**config.mk**
```make
export PLATFORM = sky130hd
export DESIGN_NAME = pwr_mode_ctl
export DESIGN_NICKNAME = d
export VERILOG_FILES = /design/src/rtl/pwr_mode_pkg.sv /design/src/rtl/pwr_sfr_reg.sv /design/src/rtl/pwr_mode_fsm.sv /design/src/rtl/pwr_clk_watch.sv /design/src/rtl/pwr_mode_ctl.sv
export SDC_FILE = /design/constraint.sdc
export NUM_CORES = 1
export LEC_CHECK = 0
export BUFFER_PORTS_ARGS = -buffer_cell sky130_fd_sc_hd__buf_2
export CORE_MARGIN = 1.5
export CORE_UTILIZATION = 42
export DETAILED_ROUTE_END_ITERATION = 10
export GPL_TIMING_DRIVEN = 0
export PLACE_DENSITY = 0.76
export SYNTH_ARGS = -nofsm -noshare
export SYNTH_HDL_FRONTEND = slang
export SYNTH_SLANG_ARGS = --single-unit
```
**constraint.sdc**
```tcl
create_clock -name clk -period 1.76 [get_ports clk]
set_clock_uncertainty 0.15 [all_clocks]
set_input_delay 0.352 -clock clk [delete_from_list [all_inputs] [get_ports clk]]
set_output_delay 0.352 -clock clk [all_outputs]
set_load 0.02 [all_outputs]
```
**src/rtl/pwr_mode_pkg.sv**
```systemverilog
package pwr_mode_pkg;
  typedef enum logic [1:0] {
    PM_RUN  = 2'd0,
    PM_IDLE = 2'd1,
    PM_STOP = 2'd2
  } pm_state_t;

  localparam int REG_W    = 8;
  localparam int BIT_LITE = 0;   // light sleep request
  localparam int BIT_DEEP = 1;   // deep sleep request
  localparam int BIT_DBL  = 7;   // rate doubler
  localparam int FLAG_LO  = 2;
  localparam int FLAG_W   = 5;
endpackage

```
**src/rtl/pwr_sfr_reg.sv**
```systemverilog
module pwr_sfr_reg
  import pwr_mode_pkg::*;
#(
  parameter int ADDR_W = 8,
  parameter logic [ADDR_W-1:0] SFR_ADDR = 8'h87
) (
  input  logic              clk,
  input  logic              rst,
  input  logic [ADDR_W-1:0] addr,
  input  logic              wr,
  input  logic              rd,
  input  logic [REG_W-1:0]  wdata,
  output logic [REG_W-1:0]  rdata,
  output logic              dbl,
  output logic              lite_req,
  output logic              deep_req
);
  logic              hit;
  logic              wr_hit;
  logic              rd_hit;
  logic [FLAG_W-1:0] flags;

  assign hit    = (addr == SFR_ADDR);
  assign wr_hit = wr && hit;
  assign rd_hit = rd && hit;

  // request bits become single-cycle pulses, never stored
  assign lite_req = wr_hit && wdata[BIT_LITE];
  assign deep_req = wr_hit && wdata[BIT_DEEP];

  always_ff @(posedge clk) begin
    if (rst) begin
      dbl   <= 1'b0;
      flags <= '0;
      rdata <= '0;
    end else begin
      if (wr_hit) begin
        dbl   <= wdata[BIT_DBL];
        flags <= wdata[FLAG_LO +: FLAG_W];
      end
      rdata <= rd_hit ? {dbl, flags, 2'b00} : '0;
    end
  end

  p_req_bits_read_zero_r4: assert property (@(posedge clk) disable iff (rst)
    rd_hit |=> (rdata[1:0] == 2'b00));

  p_flags_stored_r3: assert property (@(posedge clk) disable iff (rst)
    wr_hit |=> (flags == $past(wdata[FLAG_LO +: FLAG_W])) && (dbl == $past(wdata[BIT_DBL])));

  p_foreign_write_ignored_r2: assert property (@(posedge clk) disable iff (rst)
    (wr && !hit) |=> ($stable(flags) && $stable(dbl)));
endmodule

```
**src/rtl/pwr_mode_fsm.sv**
```systemverilog
module pwr_mode_fsm
  import pwr_mode_pkg::*;
#(
  parameter int N_IRQ = 4
) (
  input  logic             clk,
  input  logic             rst,
  input  logic             lite_req,
  input  logic             deep_req,
  input  logic [N_IRQ-1:0] irq_req,
  input  logic [N_IRQ-1:0] irq_en,
  output logic             cpu_clk_en,
  output logic             per_clk_en,
  output logic             osc_en
);
  pm_state_t state, nxt;
  logic      wake;

  assign wake = |(irq_req & irq_en);

  always_comb begin
    nxt = state;
    unique case (state)
      PM_RUN:  if (deep_req) nxt = PM_STOP;
               else if (lite_req) nxt = PM_IDLE;
      PM_IDLE: if (wake) nxt = PM_RUN;
      PM_STOP: nxt = PM_STOP;
      default: nxt = PM_RUN;
    endcase
  end

  always_ff @(posedge clk) begin
    if (rst) begin
      state      <= PM_RUN;
      cpu_clk_en <= 1'b1;
      per_clk_en <= 1'b1;
      osc_en     <= 1'b1;
    end else begin
      state      <= nxt;
      cpu_clk_en <= (nxt == PM_RUN);
      per_clk_en <= (nxt != PM_STOP);
      osc_en     <= (nxt != PM_STOP);
    end
  end

  p_deep_all_off_r7: assert property (@(posedge clk) disable iff (rst)
    (state == PM_RUN && deep_req) |=> (!cpu_clk_en && !per_clk_en && !osc_en));

  p_lite_keeps_periph_r5: assert property (@(posedge clk) disable iff (rst)
    (state == PM_RUN && lite_req && !deep_req) |=> (!cpu_clk_en && per_clk_en && osc_en));

  p_wake_restores_cpu_r6: assert property (@(posedge clk) disable iff (rst)
    (state == PM_IDLE && wake) |=> cpu_clk_en);

  p_deep_holds_r8: assert property (@(posedge clk) disable iff (rst)
    !osc_en |=> !osc_en);

  p_idle_ignores_requests_r11: assert property (@(posedge clk) disable iff (rst)
    (state == PM_IDLE && !wake) |=> (!cpu_clk_en && per_clk_en));
endmodule

```
**src/rtl/pwr_clk_watch.sv**
```systemverilog
module pwr_clk_watch #(
  parameter int MCD_TICKS = 8
) (
  input  logic clk,
  input  logic rst,
  input  logic mcd_en,
  input  logic ref_tick,
  input  logic cpu_clk_en,
  output logic fire
);
  localparam int CW = (MCD_TICKS > 1) ? $clog2(MCD_TICKS) : 1;
  localparam logic [CW-1:0] LAST = CW'(MCD_TICKS - 1);

  logic [CW-1:0] cnt;

  always_ff @(posedge clk) begin
    if (rst || !mcd_en || cpu_clk_en) begin
      cnt  <= '0;
      fire <= 1'b0;
    end else begin
      fire <= 1'b0;
      if (ref_tick) begin
        if (cnt == LAST) begin
          cnt  <= '0;
          fire <= 1'b1;
        end else begin
          cnt <= cnt + 1'b1;
        end
      end
    end
  end

  p_fire_single_cycle_r9: assert property (@(posedge clk) disable iff (rst)
    fire |=> !fire);

  p_fire_needs_enable_r10: assert property (@(posedge clk) disable iff (rst)
    $rose(fire) |-> $past(mcd_en && ref_tick && !cpu_clk_en));
endmodule

```
**src/rtl/pwr_mode_ctl.sv**
```systemverilog
module pwr_mode_ctl
  import pwr_mode_pkg::*;
#(
  parameter int ADDR_W = 8,
  parameter logic [ADDR_W-1:0] SFR_ADDR = 8'h87,
  parameter int N_IRQ = 4,
  parameter int MCD_TICKS = 8
) (
  input  logic              clk,
  input  logic              rst,
  input  logic [ADDR_W-1:0] sfr_addr,
  input  logic              sfr_wr,
  input  logic              sfr_rd,
  input  logic [7:0]        sfr_wdata,
  output logic [7:0]        sfr_rdata,
  input  logic [N_IRQ-1:0]  irq_req,
  input  logic [N_IRQ-1:0]  irq_en,
  input  logic              mcd_en,
  input  logic              ref_tick,
  output logic              cpu_clk_en,
  output logic              per_clk_en,
  output logic              osc_en,
  output logic              baud_dbl,
  output logic              rst_req
);
  logic core_rst;
  logic lite_req;
  logic deep_req;
  logic mcd_fire;

  // the watch's own reset request also clears this block
  assign core_rst = rst || mcd_fire;
  assign rst_req  = mcd_fire;

  pwr_sfr_reg #(.ADDR_W(ADDR_W), .SFR_ADDR(SFR_ADDR)) u_reg (
    .clk      (clk),
    .rst      (core_rst),
    .addr     (sfr_addr),
    .wr       (sfr_wr),
    .rd       (sfr_rd),
    .wdata    (sfr_wdata),
    .rdata    (sfr_rdata),
    .dbl      (baud_dbl),
    .lite_req (lite_req),
    .deep_req (deep_req)
  );

  pwr_mode_fsm #(.N_IRQ(N_IRQ)) u_fsm (
    .clk        (clk),
    .rst        (core_rst),
    .lite_req   (lite_req),
    .deep_req   (deep_req),
    .irq_req    (irq_req),
    .irq_en     (irq_en),
    .cpu_clk_en (cpu_clk_en),
    .per_clk_en (per_clk_en),
    .osc_en     (osc_en)
  );

  pwr_clk_watch #(.MCD_TICKS(MCD_TICKS)) u_watch (
    .clk        (clk),
    .rst        (rst),
    .mcd_en     (mcd_en),
    .ref_tick   (ref_tick),
    .cpu_clk_en (cpu_clk_en),
    .fire       (mcd_fire)
  );

  p_cpu_implies_periph_r5: assert property (@(posedge clk) disable iff (rst)
    cpu_clk_en |-> (per_clk_en && osc_en));

  p_watch_resets_block_r9: assert property (@(posedge clk) disable iff (rst)
    rst_req |=> (cpu_clk_en && osc_en && !baud_dbl));
endmodule

```
==> summary.md <==
| Metric | Value |
|---|---|
| DR iter-0 viols | `5` |
| Setup violations, final | `0` |
| Met2 wire length | `690 um` |
| Top-count cell post-synth | `dfxtp_1` |
| Post-route setup TNS | `0 ns` |
| Clock power frac | `33.6%` |
| Share of layout cells above drive strength 1 | `45.8%` |
| # DRC | `0` |
| Crit path cell chain | `nor4b_1 -> nand4_1 -> a221oi_2 -> nor2_1` |
| Switching Power | `0.159 mW` |
| Vias post-DR | `649` |
| Predominant post-synthesis flop cell | `dfxtp_1` |
| Total track usage | `12.8%` |
| Post_cts resized | `0` |
| Number of max-cap violations | `0` |
| Num CTS Buffers | `3` |
| First-pass DRT Iterations | `4` |
| Hpwl dp | `1110 um` |
| Ant. Diodes | `0` |
| Slowest cell on crit path | `dfxtp_1` |
| Fillers | `170` |
| Met3 WL post-DR | `117 um` |
| Critical Setup Path Class | `flop to flop` |
| Number of hold buffers added after CTS | `0` |
| Top cells by area, synth | `dfxtp_1, mux2i_1, nor2_1` |
| Comb power frac | `8.0%` |
| Slowest Stage Delay on Critical Path | `0.36 ns` |
| Largest net degree at the start of global routing | `12` |
| Chip width | `46.2 um` |
| Net Sw Frac | `20.6%` |
| Global-route wire length before repair | `1900 um` |
| Worst hold slack | `0.128 ns` |
| Finished Core Util | `60.4%` |
| CTS tree | `done` |
| Worst setup SP type | `flop` |
| EDFF count, synth | `0` |
| Routed wire length per instance | `9.69 um` |
| Unrepaired setup endpoints after global routing | `false` |
| Ys async rst share | `0%` |
| Pwr/cell area | `735 nW/um2` |
| Die Ht | `46.2 um` |
| Synth Warn # | `0` |
| Number of global-route vias before repair | `514` |
| Io pins | `43` |
| Port Buf Inserts | `40` |
| FF+latch count, synth | `20` |
| CTS H-tree depth | `1` |
| Starting Density | `44.8%` |
| Cell Area, Synth | `782 um2` |
| Via/cell ratio | `4.54` |
| ANT nets after route | `0` |
| Static Leakage | `0.544 nW` |
| P&R area growth vs syn | `34.7%` |
| Status | `complete, no violations` |
| CTS Buffer Depth | `2` |
| Row count | `15` |
| Die ar. | `2130 um2` |
| Min Clock Period, post-route | `1.41 ns` |
| Final Hold Viols | `0` |
| Clock latency on the worst-skew pair | `0.29 ns` |
| Core Region | `1750 um2` |
| F_max | `707 MHz` |
| Sink Count | `20` |
| Fin. max-slew vios | `0` |
| Worst vdd ir | `460 uV` |
| Share of the synthesized area in the top cell type | `51.2%` |
| Final WL | `1390 um` |
| CP required | `1.80 ns` |
| Commonest cells in the netlist | `dfxtp_1, nor2_1, mux2i_1` |
| Fin worst setup slack | `0.346 ns` |
| Worst-path clk slew | `0.11 ns` |
| Gpl congestion | `0.720` |
| Cell taking the most area after synthesis | `dfxtp_1` |
| Sequential power share | `58.5%` |
| Pint | `0.615 mW` |
| Worst hold path class | `input port to flop` |
| CP Capture Type | `flop` |
| Top routing layer used | `met4` |
| Post-layout nets | `151` |
| Crit Path Max Fanout | `4` |
| Worst path arrival time | `1.45 ns` |
| Mean Syn Cell Area | `10.7 um2` |
| Met1 WL | `558 um` |
| Initial antenna violation count | `0` |
| Fin crit share | `80.3%` |
| Synth cell types | `24` |
| Pre-CTS setup slack | `0.115 ns` |
| # Post-CTS Setup Buffers | `0` |
| Overflow after GRT | `0` |
| Sequential-to-total area share from yosys stat | `51.2%` |
| Root Driver | `clkbuf_4` |
| Synthesized instance count | `73` |
-- worst paths after layout --
kind | start | slack [ns] | cells past startpoint | to
max | u_fsm.state[0]$_SDFF_PP0_ | 0.35 | 4 | u_fsm.cpu_clk_en$_SDFF_PP1_
min | sfr_wdata[2] | 0.13 | 3 | u_reg.flags[0]$_SDFFE_PP0N_
max reg2reg | u_fsm.state[0]$_SDFF_PP0_ | 0.35 | 4 | u_fsm.cpu_clk_en$_SDFF_PP1_
min reg2reg | u_reg.flags[2]$_SDFFE_PP0N_ | 0.32 | 1 | u_reg.rdata[4]$_SDFF_PP0_
-- metal layers --
metal / vias to the layer above / global-route usage, %
met5: - / 0
met4: 0 / 8.57
met3: 2 / 2.35
met2: 27 / 23.1
met1: 281 / 13.1
li1: 339 / -
-- metrics by stage --
step | area, um2 | total power [mW] | cells
after floorplan | 786 | 0.488 | 74
after global placement | 1020 | 0.524 | 139
after detailed placement | 1020 | 0.525 | 139
after CTS | 1050 | 0.784 | 143
after global routing | 1050 | 0.811 | 143
final | 1050 | 0.774 | 143
-- layout make-up --
| type | count | area [um2] | share of cell area (%) |
|---|---|---|---|
| buffer | 4 | 33.8 | 3.21 |
| timing repair buffer | 40 | 200 | 19.0 |
| clock buffer | 4 | 36.3 | 3.44 |
| multi-input combinational | 47 | 340 | 32.3 |
| sequential | 20 | 400 | 38.0 |
| inverter | 3 | 11.3 | 1.07 |
| tap | 25 | 31.3 | 2.97 |
-- cell families after synthesis --
| logic type | after synthesis | share of synthesized area (%) |
|---|---|---|
| simple gates | 31 | 24.2 |
| fa+ha+maj | 2 | 3.20 |
| compound gates | 4 | 4.96 |
| buf+inv | 7 | 5.76 |
| mux | 8 | 10.2 |
| flops | 20 | 51.2 |
| other cells | 1 | 0.480 |
-- worst max-delay path: cells and delay by family, from the launching register on --
family,cells,cell delay (ns)
AOI/OAI and AO/OA,1,0.29
DFF,1,0.36
and+or+nand+nor,3,0.51
-- flip-flops by register name, indices dropped and copies added, names as in the netlist --
name,flops
u_reg.flags,5
u_watch.fire,1
u_fsm.per_clk_en,1
u_fsm.state,2
u_reg.rdata,6
u_fsm.cpu_clk_en,1
u_watch.cnt,3
u_reg.dbl,1
-- cell usage in the layout, fill, tap and decap left out, types with 2 or more instances in the layout --
cell / instances
buf_2: 40
dfxtp_1: 20
nor2_1: 11
mux2i_1: 8
and2_1: 6
inv_1: 3
nand2_1: 3
buf_4: 3
clkbuf_4: 3
nor3_1: 2
ha_1: 2
conb_1: 2
-- power groups by stage --
stage / sequential (mW) / clock [mW] / combinational, mW
after floorplan: 0.463 / 0 / 0.0246
after global placement: 0.463 / 0 / 0.0604
after detailed placement: 0.463 / 0 / 0.0619
after CTS: 0.453 / 0.269 / 0.0622
after global routing: 0.453 / 0.290 / 0.0678
final: 0.453 / 0.260 / 0.0616
No activity file was read; power rests on OpenSTA's default activity.
